$ cat src/rtl/seg_guard_pkg.sv
package seg_guard_pkg;
  localparam int NSEG_DEF = 5;
  localparam int REG_W    = 3;

  typedef enum logic [REG_W-1:0] {
    SEG_SS = 3'd0,
    SEG_DS = 3'd1,
    SEG_ES = 3'd2,
    SEG_FS = 3'd3,
    SEG_GS = 3'd4
  } seg_id_e;

  typedef enum logic [1:0] {
    FC_NONE  = 2'd0,
    FC_GP0   = 2'd1,
    FC_GPSEL = 2'd2,
    FC_NP    = 2'd3
  } fault_cls_e;

  typedef struct packed {
    logic       present;
    logic [1:0] dpl;
    logic       s;
    logic [3:0] typ;
  } seg_attr_t;
endpackage

$ cat src/rtl/seg_sel_split.sv
module seg_sel_split (
  input  logic [15:0] sel_i,
  output logic [12:0] idx_o,
  output logic        ti_o,
  output logic [1:0]  rpl_o,
  output logic        null_o
);
  assign idx_o  = sel_i[15:3];
  assign ti_o   = sel_i[2];
  assign rpl_o  = sel_i[1:0];
  assign null_o = (sel_i[15:2] == 14'd0);
endmodule

$ cat src/rtl/seg_rule_eval.sv
module seg_rule_eval
  import seg_guard_pkg::*;
#(
  parameter int LIMIT_W = 16
) (
  input  logic [REG_W-1:0]   reg_i,
  input  logic [15:0]        sel_i,
  input  logic [12:0]        idx_i,
  input  logic [1:0]         rpl_i,
  input  logic               null_i,
  input  seg_attr_t          attr_i,
  input  logic [LIMIT_W-1:0] limit_i,
  input  logic [1:0]         cpl_i,
  input  logic               legacy_i,
  output fault_cls_e         cls_o,
  output logic [15:0]        code_o,
  output logic               new_valid_o
);
  localparam int CMP_W = (LIMIT_W > 16) ? LIMIT_W : 16;

  logic [CMP_W-1:0] last_byte;
  logic [CMP_W-1:0] lim_ext;
  logic             lim_bad;
  logic             is_code;
  logic             rw_bit;
  logic             conform;
  logic             ss_type_ok;
  logic             ds_type_ok;
  logic             ds_priv_bad;

  assign last_byte   = CMP_W'({idx_i, 3'b111});
  assign lim_ext     = CMP_W'(limit_i);
  assign lim_bad     = last_byte > lim_ext;
  assign is_code     = attr_i.typ[3];
  assign rw_bit      = attr_i.typ[1];
  assign conform     = is_code && attr_i.typ[2];
  assign ss_type_ok  = attr_i.s && !is_code && rw_bit;
  assign ds_type_ok  = attr_i.s && (!is_code || rw_bit);
  assign ds_priv_bad = !conform && (rpl_i > attr_i.dpl) && (cpl_i > attr_i.dpl);

  always_comb begin
    cls_o       = FC_NONE;
    new_valid_o = 1'b1;
    if (legacy_i) begin
      cls_o = FC_NONE;
    end else if (reg_i == SEG_SS) begin
      if (null_i)
        cls_o = FC_GP0;
      else if (lim_bad || (rpl_i != cpl_i) || !ss_type_ok || (attr_i.dpl != cpl_i))
        cls_o = FC_GPSEL;
    end else begin
      if (null_i)
        new_valid_o = 1'b0;
      else if (lim_bad || !ds_type_ok || ds_priv_bad)
        cls_o = FC_GPSEL;
      else if (!attr_i.present)
        cls_o = FC_NP;
    end
  end

  assign code_o = ((cls_o == FC_GPSEL) || (cls_o == FC_NP)) ? {sel_i[15:2], 2'b00} : 16'd0;
endmodule

$ cat src/rtl/seg_shadow_bank.sv
module seg_shadow_bank
  import seg_guard_pkg::*;
#(
  parameter int NSEG = NSEG_DEF
) (
  input  logic              clk,
  input  logic              rst,
  input  logic              wr_en_i,
  input  logic [REG_W-1:0]  wr_idx_i,
  input  logic [15:0]       wr_sel_i,
  input  logic [7:0]        wr_attr_i,
  input  logic              wr_valid_i,
  output logic [NSEG-1:0]   valid_o,
  output logic [NSEG*16-1:0] sel_o,
  output logic [NSEG*8-1:0]  attr_o
);
  for (genvar g = 0; g < NSEG; g++) begin : g_entry
    logic [15:0] sel_q;
    logic [7:0]  attr_q;
    logic        vld_q;
    logic        hit;

    assign hit = wr_en_i && (wr_idx_i == REG_W'(g));

    always_ff @(posedge clk) begin
      if (rst) begin
        sel_q  <= '0;
        attr_q <= '0;
        vld_q  <= 1'b0;
      end else if (hit) begin
        sel_q  <= wr_sel_i;
        attr_q <= wr_attr_i;
        vld_q  <= wr_valid_i;
      end
    end

    assign valid_o[g]           = vld_q;
    assign sel_o[g*16 +: 16]    = sel_q;
    assign attr_o[g*8 +: 8]     = attr_q;
  end
endmodule

$ cat src/rtl/seg_load_guard.sv
module seg_load_guard
  import seg_guard_pkg::*;
#(
  parameter int NSEG    = NSEG_DEF,
  parameter int LIMIT_W = 16
) (
  input  logic                clk,
  input  logic                rst,
  input  logic                req_valid_i,
  input  logic [2:0]          req_reg_i,
  input  logic [15:0]         req_sel_i,
  input  logic [7:0]          req_attr_i,
  input  logic [LIMIT_W-1:0]  tbl_limit_i,
  input  logic [1:0]          cpl_i,
  input  logic                legacy_mode_i,
  input  logic                acc_vld_i,
  input  logic [2:0]          acc_reg_i,
  output logic                fault_vld_o,
  output logic [1:0]          fault_cls_o,
  output logic [15:0]         fault_code_o,
  output logic                commit_o,
  output logic                acc_fault_o,
  output logic [NSEG-1:0]     desc_valid_o,
  output logic [NSEG*16-1:0]  seg_sel_o,
  output logic [NSEG*8-1:0]   seg_attr_o
);
  logic [12:0] idx;
  logic        ti_unused;
  logic [1:0]  rpl;
  logic        sel_null;
  fault_cls_e  cls;
  logic [15:0] code;
  logic        new_valid;
  logic        req_ok;
  logic        wr_en;
  logic        acc_hit;

  seg_sel_split u_split (
    .sel_i  (req_sel_i),
    .idx_o  (idx),
    .ti_o   (ti_unused),
    .rpl_o  (rpl),
    .null_o (sel_null)
  );

  seg_rule_eval #(.LIMIT_W(LIMIT_W)) u_rules (
    .reg_i       (req_reg_i),
    .sel_i       (req_sel_i),
    .idx_i       (idx),
    .rpl_i       (rpl),
    .null_i      (sel_null),
    .attr_i      (seg_attr_t'(req_attr_i)),
    .limit_i     (tbl_limit_i),
    .cpl_i       (cpl_i),
    .legacy_i    (legacy_mode_i),
    .cls_o       (cls),
    .code_o      (code),
    .new_valid_o (new_valid)
  );

  assign req_ok = req_valid_i && (req_reg_i < REG_W'(NSEG));
  assign wr_en  = req_ok && (cls == FC_NONE);

  seg_shadow_bank #(.NSEG(NSEG)) u_bank (
    .clk        (clk),
    .rst        (rst),
    .wr_en_i    (wr_en),
    .wr_idx_i   (req_reg_i),
    .wr_sel_i   (req_sel_i),
    .wr_attr_i  (req_attr_i),
    .wr_valid_i (new_valid),
    .valid_o    (desc_valid_o),
    .sel_o      (seg_sel_o),
    .attr_o     (seg_attr_o)
  );

  always_comb begin
    acc_hit = 1'b0;
    for (int i = 1; i < NSEG; i++)
      if (acc_reg_i == REG_W'(i) && !desc_valid_o[i])
        acc_hit = 1'b1;
  end

  always_ff @(posedge clk) begin
    if (rst) begin
      fault_vld_o  <= 1'b0;
      fault_cls_o  <= FC_NONE;
      fault_code_o <= '0;
      commit_o     <= 1'b0;
      acc_fault_o  <= 1'b0;
    end else begin
      fault_vld_o  <= req_ok && (cls != FC_NONE);
      commit_o     <= wr_en;
      fault_cls_o  <= req_ok ? cls : FC_NONE;
      fault_code_o <= req_ok ? code : 16'd0;
      acc_fault_o  <= acc_vld_i && acc_hit;
    end
  end

  logic unused_ok;
  assign unused_ok = ti_unused;
endmodule

$ cat config.mk
export PLATFORM = sky130hd
export DESIGN_NAME = seg_load_guard
export DESIGN_NICKNAME = d
export VERILOG_FILES = /design/src/rtl/seg_guard_pkg.sv /design/src/rtl/seg_sel_split.sv /design/src/rtl/seg_rule_eval.sv /design/src/rtl/seg_shadow_bank.sv /design/src/rtl/seg_load_guard.sv
export SDC_FILE = /design/constraint.sdc
export NUM_CORES = 1
export LEC_CHECK = 0
export ABC_CLOCK_PERIOD_IN_PS = 4000
export BUFFER_PORTS_ARGS = -buffer_cell sky130_fd_sc_hd__buf_2
export CORE_MARGIN = 2
export CORE_UTILIZATION = 45
export DETAILED_ROUTE_END_ITERATION = 8
export PLACE_DENSITY_LB_ADDON = 0.25
export SKIP_CTS_REPAIR_TIMING = 1
export SYNTH_ARGS = -nofsm -noshare
export SYNTH_HDL_FRONTEND = slang
export SYNTH_HIERARCHICAL = 1
export SYNTH_SLANG_ARGS = --single-unit
$ cat constraint.sdc
create_clock -name clk -period 4 [get_ports clk]
set_clock_uncertainty 0.05 [all_clocks]
set_input_delay 0.4 -clock clk [delete_from_list [all_inputs] [get_ports clk]]
set_output_delay 0.4 -clock clk [all_outputs]
set_load 0.02 [all_outputs]
==> results of run 1 <==
[layout make-up]
class                           instances  area, um^2  area share (%)
Tap cell                              180         225            2.79
Timing Repair Buffer                  209        1110            13.8
Clock buffer                           21         450            5.58
Sequential cell                       146        2920            36.2
Clock inverter                         10         135            1.67
Inverter                               19        71.3           0.883
Multi-Input combinational cell        403        3160            39.1
[through the flow]
step	setup slack, ns	instances	instance area, um^2
2_1_floorplan	0.866	625	6500
3_3_place_gp	0.772	957	7490
3_5_place_dp	0.655	957	7490
4_1_cts	1.11	988	8080
5_1_grt	0.909	988	8080
6_report	1.09	988	8080
[worst max-delay path: cells and delay by family]
kind	cells	cell delay [ns]
AO/OA/AOI/OAI	3	0.49
adder cells (fa/ha/maj)	1	0.32
buffers and inverters	2	0.32
multiplexers	1	0.22
AND/OR/NAND/NOR	4	1.39
[how the worst max path moves through the flow]
| stage | from | end | slack, ns |
|---|---|---|---|
| after floorplan | req_sel_i[1] | u_bank/g_entry[0].attr_q[2] | 0.87 |
| after global placement | req_sel_i[15] | u_bank/g_entry[0].sel_q[8] | 0.77 |
| after detailed placement | req_sel_i[15] | u_bank/g_entry[0].sel_q[12] | 0.65 |
| after CTS | req_sel_i[15] | u_bank/g_entry[0].sel_q[12] | 1.11 |
| after global routing | req_sel_i[15] | u_bank/g_entry[0].sel_q[12] | 0.91 |
| final | req_sel_i[15] | u_bank/g_entry[0].sel_q[12] | 1.09 |
[flip-flops by register name, summed over array words and instances, names as in the netlist]
name,count
fault_cls_o,2
commit_o,1
u_bank/g_entry.sel_q,80
u_bank/g_entry.vld_q,5
acc_fault_o,1
fault_code_o,16
u_bank/g_entry.attr_q,40
fault_vld_o,1
[report_power, final]
part           switching [mW]  total (mW)  leakage [nW]  internal [mW]
combinational           0.159       0.271          2.84          0.112
sequential            0.00888        1.48          1.18           1.47
clock                   0.590        1.58         0.287          0.990
[layer usage]
| layer | GRT usage (%) | vias up | share of wire [%] |
|---|---|---|---|
| met5 | 0 | - | 0 |
| met4 | 8.50 | 0 | 1.6 |
| met3 | 5.27 | 23 | 6.3 |
| met2 | 32.7 | 164 | 46 |
| met1 | 28.6 | 2310 | 46 |
| li1 | - | 2402 | - |
[placed cells by master, fill, tap and decap left out, drive strengths merged, types with 6 or more instances in the layout]
master / n
mux2i: 126
dfxtp: 146
buf: 209
ha: 17
clkinv: 6
a21oi: 20
inv: 19
clkbuf: 21
nand2b: 152
nand2: 18
and2: 18
==> run metrics, run 1 <==
status=finished, final reports clean; pin count of the biggest net entering global routing=126; CTS sink cnt=146; Total Die Area=15,400 um^2; Slew Viols, Final=0; Worst Hold Path EP=acc_fault_o; Clock Latency Late Sink=0.42 ns; MaxCap Viol Count=0; top-level I/O count=199; cell mode on critical path=nor3_1; R2R depth=3; origin of the critical flop-to-flop path=u_bank/g_entry[1].vld_q; Die Height=124 um; pwr dens=413 nW/um^2; RSZ-0062 raised after global routing=no; crit path max-delay cell type=or4b_1; Peak VDD IR=0.000285 V; HP Class=in2reg; DR DRC count=0; Synth Instances=624; Global Route Usage Sum=21.2%; Starting Density=46.4%; filler cell count=1,234; post-synthesis cell area=6500 um^2; Antenna Nets Post-Route=0; Remaining Overflow, GRT=0; # rows=43; width of the die=124 um; Area Overhead vs Synth=24.3%; Final TNS setup=0 ns; antenna cell count=0; crit share post-route=72.9%; antenna violations before repair=0; final worst path period need=2.91 ns; measured slew at the worst slew-check pin=0.881 ns; DR iter-0 viols=190; Routed WL=16.3 mm; hold path start=acc_vld_i; Post-DP HPWL=11.9 mm; Worst setup EP type=flop; WP data required=4.23 ns; clock root buffer=clkbuf_16; Setup CP Type=in2reg; f_max=343 MHz; Worst-path clk slew=0.05 ns; crit path launch type=input pin; Pwr Total=3.33 mW; CTS Buf Count=17; H-tree depth=4; mean area per synthesized cell=10.4 um^2; Hold Path Depth=2; Yosys warnings=6; Worst slew margin=41.3%; setup violators final=0; Hold Vio Cnt, Final=0; global-route wire length before repair=24.7 mm; first-pass iteration count of the detailed router=4; worst r2r dst=acc_fault_o; CP Cell Sequence=buf_2 -> ha_1 -> nand4_1 -> nor3_1 -> o31a_1 -> o21ai_2 -> o2bb2ai_1 -> nor3_1 -> buf_4 -> or4b_1 -> mux2i_1; IO buf count=198; vias in the first global route=4,805; worst path arrival time=3.14 ns; layout cells sized above 1=32.5%; CTS tree=done; GP Congestion=0.847; Vias/cell=4.96; leakage=4.30 nW; Avg WL per Cell=16.5 um; CORE AREA=14,000 um^2; final core utilization=57.7%; Max stage delay on crit path=0.75 ns; Via Count=4,899; Hold Worst Slack=0.204 ns; worst-path fanout max=10; Max clock buf depth=2; NumNets Final=866; flop2flop setup slack=2.92 ns
(Power assumes the default switching activity.)
==> run 2: changes to the inputs <==
--- a/config.mk
+++ b/config.mk
@@ -5,7 +5,7 @@
 export SDC_FILE = /design/constraint.sdc
 export NUM_CORES = 1
 export LEC_CHECK = 0
-export ABC_CLOCK_PERIOD_IN_PS = 4000
+export ABC_CLOCK_PERIOD_IN_PS = 3000
 export BUFFER_PORTS_ARGS = -buffer_cell sky130_fd_sc_hd__buf_2
 export CORE_MARGIN = 2
 export CORE_UTILIZATION = 45
==> constraint.sdc (replaced) <==
create_clock -name clk -period 3 [get_ports clk]
set_clock_uncertainty 0.05 [all_clocks]
set_input_delay 0.3 -clock clk [delete_from_list [all_inputs] [get_ports clk]]
set_output_delay 0.3 -clock clk [all_outputs]
set_load 0.02 [all_outputs]
==> run 2 against run 1 <==
Against the previous run:
- clock power rose by 45%
- die area stayed put
- largest power group unchanged
- sequential share of layout area shrank 0.69 points
- critical path type unchanged
==> run metrics, run 2 (synthesis gave the netlist of run 1 again) <==
status=finished, final reports clean; RSZ-0062 raised after global routing=no; Max clock buf depth=2 (unchanged); pin count of the biggest net entering global routing=80 (-37%); width of the die=124 um (unchanged); vias in the first global route=4,842 (+0.77%); Hold Path Depth=2 (unchanged); DR iter-0 viols=242 (+27%); Area Overhead vs Synth=26.8%; Total Die Area=15,400 um^2 (unchanged); Top reg by flops=u_bank/g_entry.sel_q; Worst setup EP type=flop; most common cell after layout, fill and taps aside=buf_2; CTS Buf Count=17 (unchanged); Post-DP HPWL=12.0 mm (+1.2%); Antenna Nets Post-Route=0 (unchanged); top-level I/O count=199 (unchanged); pwr dens=563 nW/um^2 (+37%); # rows=43 (unchanged); Slew Viols, Final=0 (unchanged); Worst slew margin=61.5% (+20 points); crit share post-route=83.2%; final worst path period need=2.50 ns; CTS tree=done; Starting Density=46.4% (unchanged); antenna cell count=0 (unchanged); Remaining Overflow, GRT=0 (unchanged); Place WS=0.0720 ns (-0.583 ns); placed cell area=7590 um^2 (+1.3%); HP Class=in2reg; f_max=401 MHz; Peak VDD IR=0.000351 V (+23%); Clock Latency Late Sink=0.41 ns (about the same); Post-Layout Cell Count=996 (+0.81%); WP data required=3.29 ns (-0.94 ns); top flop regs=u_bank/g_entry.sel_q (80), u_bank/g_entry.attr_q (40), fault_code_o (16); antenna violations before repair=0 (unchanged); first-pass iteration count of the detailed router=4 (unchanged); measured slew at the worst slew-check pin=0.577 ns (-0.304 ns); Global Route Usage Sum=21.7% (+0.50 points); layout cells sized above 1=33.7% (+1.2 points); Routed WL=16.4 mm (+0.96%); Avg WL per Cell=16.5 um (+0.15%); leakage=4.38 nW (+1.7%); global-route wire length before repair=25.3 mm (+2.3%); DR DRC count=0 (unchanged); Largest register FFs=80 (unchanged); Setup CP Type=in2reg; IO buf count=198 (unchanged); most frequent cells in the layout=buf_2 (197), nand2b_1 (152), dfxtp_1 (146); setup violators final=0 (unchanged); Die Height=124 um (unchanged); CORE AREA=14,000 um^2 (unchanged); worst path arrival time=2.79 ns (-0.35 ns); Vias/cell=4.90 (-1.1%); CTS sink cnt=146 (unchanged); NumNets Final=873 (+0.81%); Post-Place Cells=964 (+0.73%); post-route cell area=8230 um^2 (+1.9%); Via Count=4,885 (-0.29%); worst-path fanout max=15 (+5); MaxCap Viol Count=0 (unchanged); clock root buffer=clkbuf_16; GP Congestion=0.881 (+4.0%); Hold Vio Cnt, Final=0 (unchanged); Final TNS setup=0 ns (unchanged); Worst-path clk slew=0.06 ns (about the same); R2R depth=3 (unchanged); Worst Slack Setup Final=0.503 ns (-0.583 ns); H-tree depth=4 (unchanged); crit path launch type=input pin
==> run 2: cell types whose count changed in the layout (fill, tap and decap cells not counted) <==
cell,previous run,this run
buf_12,3,6
clkinv_2,4,1
clkbuf_8,1,2
nor3_1,2,1
bufinv_16,3,4
buf_4,9,13
nor3_2,1,2
clkbuf_1,3,0
inv_6,0,4
clkinv_4,2,3
==> run 2: routing by layer <==
layer	track usage, %	up-vias	wire length, um
met5	0	-	0
met4	9.41	0	313
met3	4.67	20	1040
met2	36.0	170	7930
met1	27.3	2275	7150
li1	-	2420	-
==> run 2: power breakdown <==
group / internal (mW) / switching (mW)
sequential: 1.96 / 0.0119
combinational: 0.157 / 0.215
clock: 1.45 / 0.842
==> run 2: stage by stage <==
stage	hold slack [ns]	power (mW)	utilization [%]
finish	0.0961	4.64	58.9
floorplan	0.326	2.26	-
global route	0.0952	4.79	58.9
CTS	0.0774	4.68	58.9
global placement	0.407	2.38	54.2
detailed placement	0.411	2.39	54.2
==> run 2: final cells by class <==
type	count	area, um^2
multi-input cells	403	3160
fillers	1238	5750
well taps	180	225
clock buffers	19	453
flip-flops and latches	146	2920
repair buffers	216	1200
clock inverters	13	194
inverters	19	71.3
==> run 2: path summary, 6_finish.rpt <==
path	start	endpoint	slack (ns)
setup / recovery	req_attr_i[6]	u_bank/g_entry[0].attr_q[6]	0.50
hold / removal	acc_vld_i	acc_fault_o	0.1
setup reg to reg	u_bank/g_entry[4].vld_q	acc_fault_o	1.99
hold reg to reg	u_bank/g_entry[1].sel_q[14]	u_bank/g_entry[1].sel_q[14]	0.42
==> run 2: worst max-delay path, cell delays in order <==
cell       delay (ns)
buf_2            0.09
inv_1            0.06
ha_1             0.30
a222oi_1         0.36
o221ai_1         0.20
o2111ai_2        0.16
nor4_1           0.09
o2bb2ai_1        0.16
nor3_2           0.24
buf_4            0.18
nor4b_4          0.24
buf_12           0.21
mux2i_1          0.20
==> run 3: changes to the inputs <==
--- a/config.mk
+++ b/config.mk
@@ -5,7 +5,7 @@
 export SDC_FILE = /design/constraint.sdc
 export NUM_CORES = 1
 export LEC_CHECK = 0
-export ABC_CLOCK_PERIOD_IN_PS = 3000
+export ABC_CLOCK_PERIOD_IN_PS = 2400
 export BUFFER_PORTS_ARGS = -buffer_cell sky130_fd_sc_hd__buf_2
 export CORE_MARGIN = 2
 export CORE_UTILIZATION = 45
==> constraint.sdc (replaced) <==
create_clock -name clk -period 2.4 [get_ports clk]
set_clock_uncertainty 0.05 [all_clocks]
set_input_delay 0.24 -clock clk [delete_from_list [all_inputs] [get_ports clk]]
set_output_delay 0.24 -clock clk [all_outputs]
set_load 0.02 [all_outputs]
==> run 3 against run 2 <==
Against the previous run:
- die area unchanged
- sequential power rose by 25%
- final cell count grew 3.1%
- wire length increased by 3.7%
- critical endpoint is now u_bank/g_entry[0].attr_q[1]
==> run metrics, run 3 (synthesis gave the netlist of run 1 again) <==
most frequent cells in the layout=buf_2 (196), nand2b_1 (152), dfxtp_1 (146); Area Overhead vs Synth=31.4%; Max clock buf depth=2 (unchanged); flop2flop setup slack=1.39 ns (-0.60 ns); f_max=431 MHz; pwr dens=657 nW/um^2 (+17%); Antenna Nets Post-Route=0 (unchanged); Slew Viols, Final=0 (unchanged); Remaining Overflow, GRT=0 (unchanged); final worst path period need=2.32 ns; Hold Path Depth=2 (unchanged); most common cell after layout, fill and taps aside=buf_2; H-tree depth=4 (unchanged); IO buf count=198 (unchanged); Clock Latency Late Sink=0.42 ns (about the same); # rows=43 (unchanged); NumNets Final=904 (+3.6%); Hold Vio Cnt, Final=0 (unchanged); WP data required=2.68 ns (-0.61 ns); MaxCap Viol Count=0 (unchanged); DR DRC count=0 (unchanged); Vias/cell=4.94 (+0.65%); global-route wire length before repair=25.9 mm (+2.5%); Worst Hold Path EP=acc_fault_o; HP Class=in2reg; top-level I/O count=199 (unchanged); Global Route Usage Sum=22.0% (+0.26 points); Post-Layout Cell Count=1,027 (+3.1%); Starting Density=46.4% (unchanged); Place WS=-0.396 ns (-0.468 ns); Via Count=5,070 (+3.8%); GP Congestion=0.915 (+3.8%); Top reg by flops=u_bank/g_entry.sel_q; layout cells sized above 1=37.5% (+3.8 points); vias in the first global route=4,996 (+3.2%); worst path arrival time=2.60 ns (-0.19 ns); worst-path fanout max=8 (-7); DR iter-0 viols=344 (+42%); Worst Slack Setup Final=0.0803 ns (-0.423 ns); Avg WL per Cell=16.6 um (+0.60%); Post-DP HPWL=12.5 mm (+4.5%); Die Height=124 um (unchanged); Largest register FFs=80 (unchanged); leakage=4.51 nW (+2.9%); hold path start=acc_vld_i; crit share post-route=96.7%; R2R depth=3 (unchanged); CTS Buf Count=17 (unchanged); origin of the critical flop-to-flop path=u_bank/g_entry[1].vld_q; Hold Worst Slack=0.0277 ns (-0.0684 ns); clock root buffer=clkbuf_16; setup violators final=0 (unchanged); status=finished, final reports clean; first-pass iteration count of the detailed router=4 (unchanged); Setup CP Type=in2reg; top flop regs=u_bank/g_entry.sel_q (80), u_bank/g_entry.attr_q (40), fault_code_o (16); crit path launch type=input pin; CORE AREA=14,000 um^2 (unchanged); CTS tree=done; worst r2r dst=acc_fault_o; antenna cell count=0 (unchanged); pin count of the biggest net entering global routing=66 (-18%); placed cell area=7870 um^2 (+3.8%); Post-Place Cells=991 (+2.8%); width of the die=124 um (unchanged); RSZ-0062 raised after global routing=yes; Peak VDD IR=0.000451 V (+28%); Total Die Area=15,400 um^2 (unchanged); Routed WL=17.0 mm (+3.7%); Worst setup EP type=flop; post-route cell area=8540 um^2 (+3.7%); antenna violations before repair=0 (unchanged); CTS sink cnt=146 (unchanged); Worst-path clk slew=0.06 ns (about the same)
-- run 3: cell types whose count changed in the layout (fill, tap and decap cells not counted), sizes merged --
cell      delta
bufinv       -3
clkinvlp     +3
buf         +30
inv          +2
clkinv       -1
-- run 3: per-stage QoR --
step,power [mW],TNS (ns),util (%)
2_1_floorplan,2.84,-3.61,-
6_report,5.61,0,61.0
3_3_place_gp,3.02,-35.25,56.3
3_5_place_dp,3.03,-39.01,56.3
5_1_grt,5.80,-0.157,61.0
4_1_cts,5.65,0,60.5
-- run 3: how the worst max path moves through the flow --
stage | cells past startpoint | endpoint | start
2_1_floorplan | 11 | u_bank/g_entry[0].attr_q[2] | req_attr_i[6]
3_3_place_gp | 12 | u_bank/g_entry[0].sel_q[11] | req_attr_i[6]
3_5_place_dp | 12 | u_bank/g_entry[0].sel_q[11] | req_attr_i[6]
4_1_cts | 12 | u_bank/g_entry[0].sel_q[11] | req_attr_i[6]
5_1_grt | 13 | u_bank/g_entry[0].attr_q[3] | req_attr_i[6]
6_report | 13 | u_bank/g_entry[0].attr_q[1] | req_attr_i[6]
-- run 3: layout make-up --
class	instances	area, um^2
fillers	1206	5450
multi-input cells	403	3260
flip-flops and latches	146	2920
repair buffers	247	1470
clock buffers	18	439
well taps	180	225
clock inverters	14	145
inverters	19	75.1
-- run 3: worst max-delay path: stages --
cell,delay (ns)
buf_8,0.08
clkinvlp_4,0.11
ha_4,0.23
a222oi_1,0.34
o221ai_1,0.22
o2111ai_2,0.16
nor4_2,0.07
o2bb2ai_2,0.14
nor3_4,0.13
buf_6,0.14
nor4b_4,0.33
buf_12,0.19
mux2i_1,0.21
-- run 3: metal layers --
metal | wire, um | track usage (%)
met4 | 173 | 5.90
met2 | 7960 | 34.9
met1 | 7800 | 29.5
met3 | 1110 | 6.00
met5 | 0 | 0
-- run 3: power breakdown --
| group | switching [mW] | internal, mW | leakage (nW) | total [mW] |
|---|---|---|---|---|
| clock network | 1.13 | 1.49 | 0.278 | 2.62 |
| logic | 0.287 | 0.239 | 3.05 | 0.526 |
| registers | 0.0150 | 2.45 | 1.18 | 2.47 |
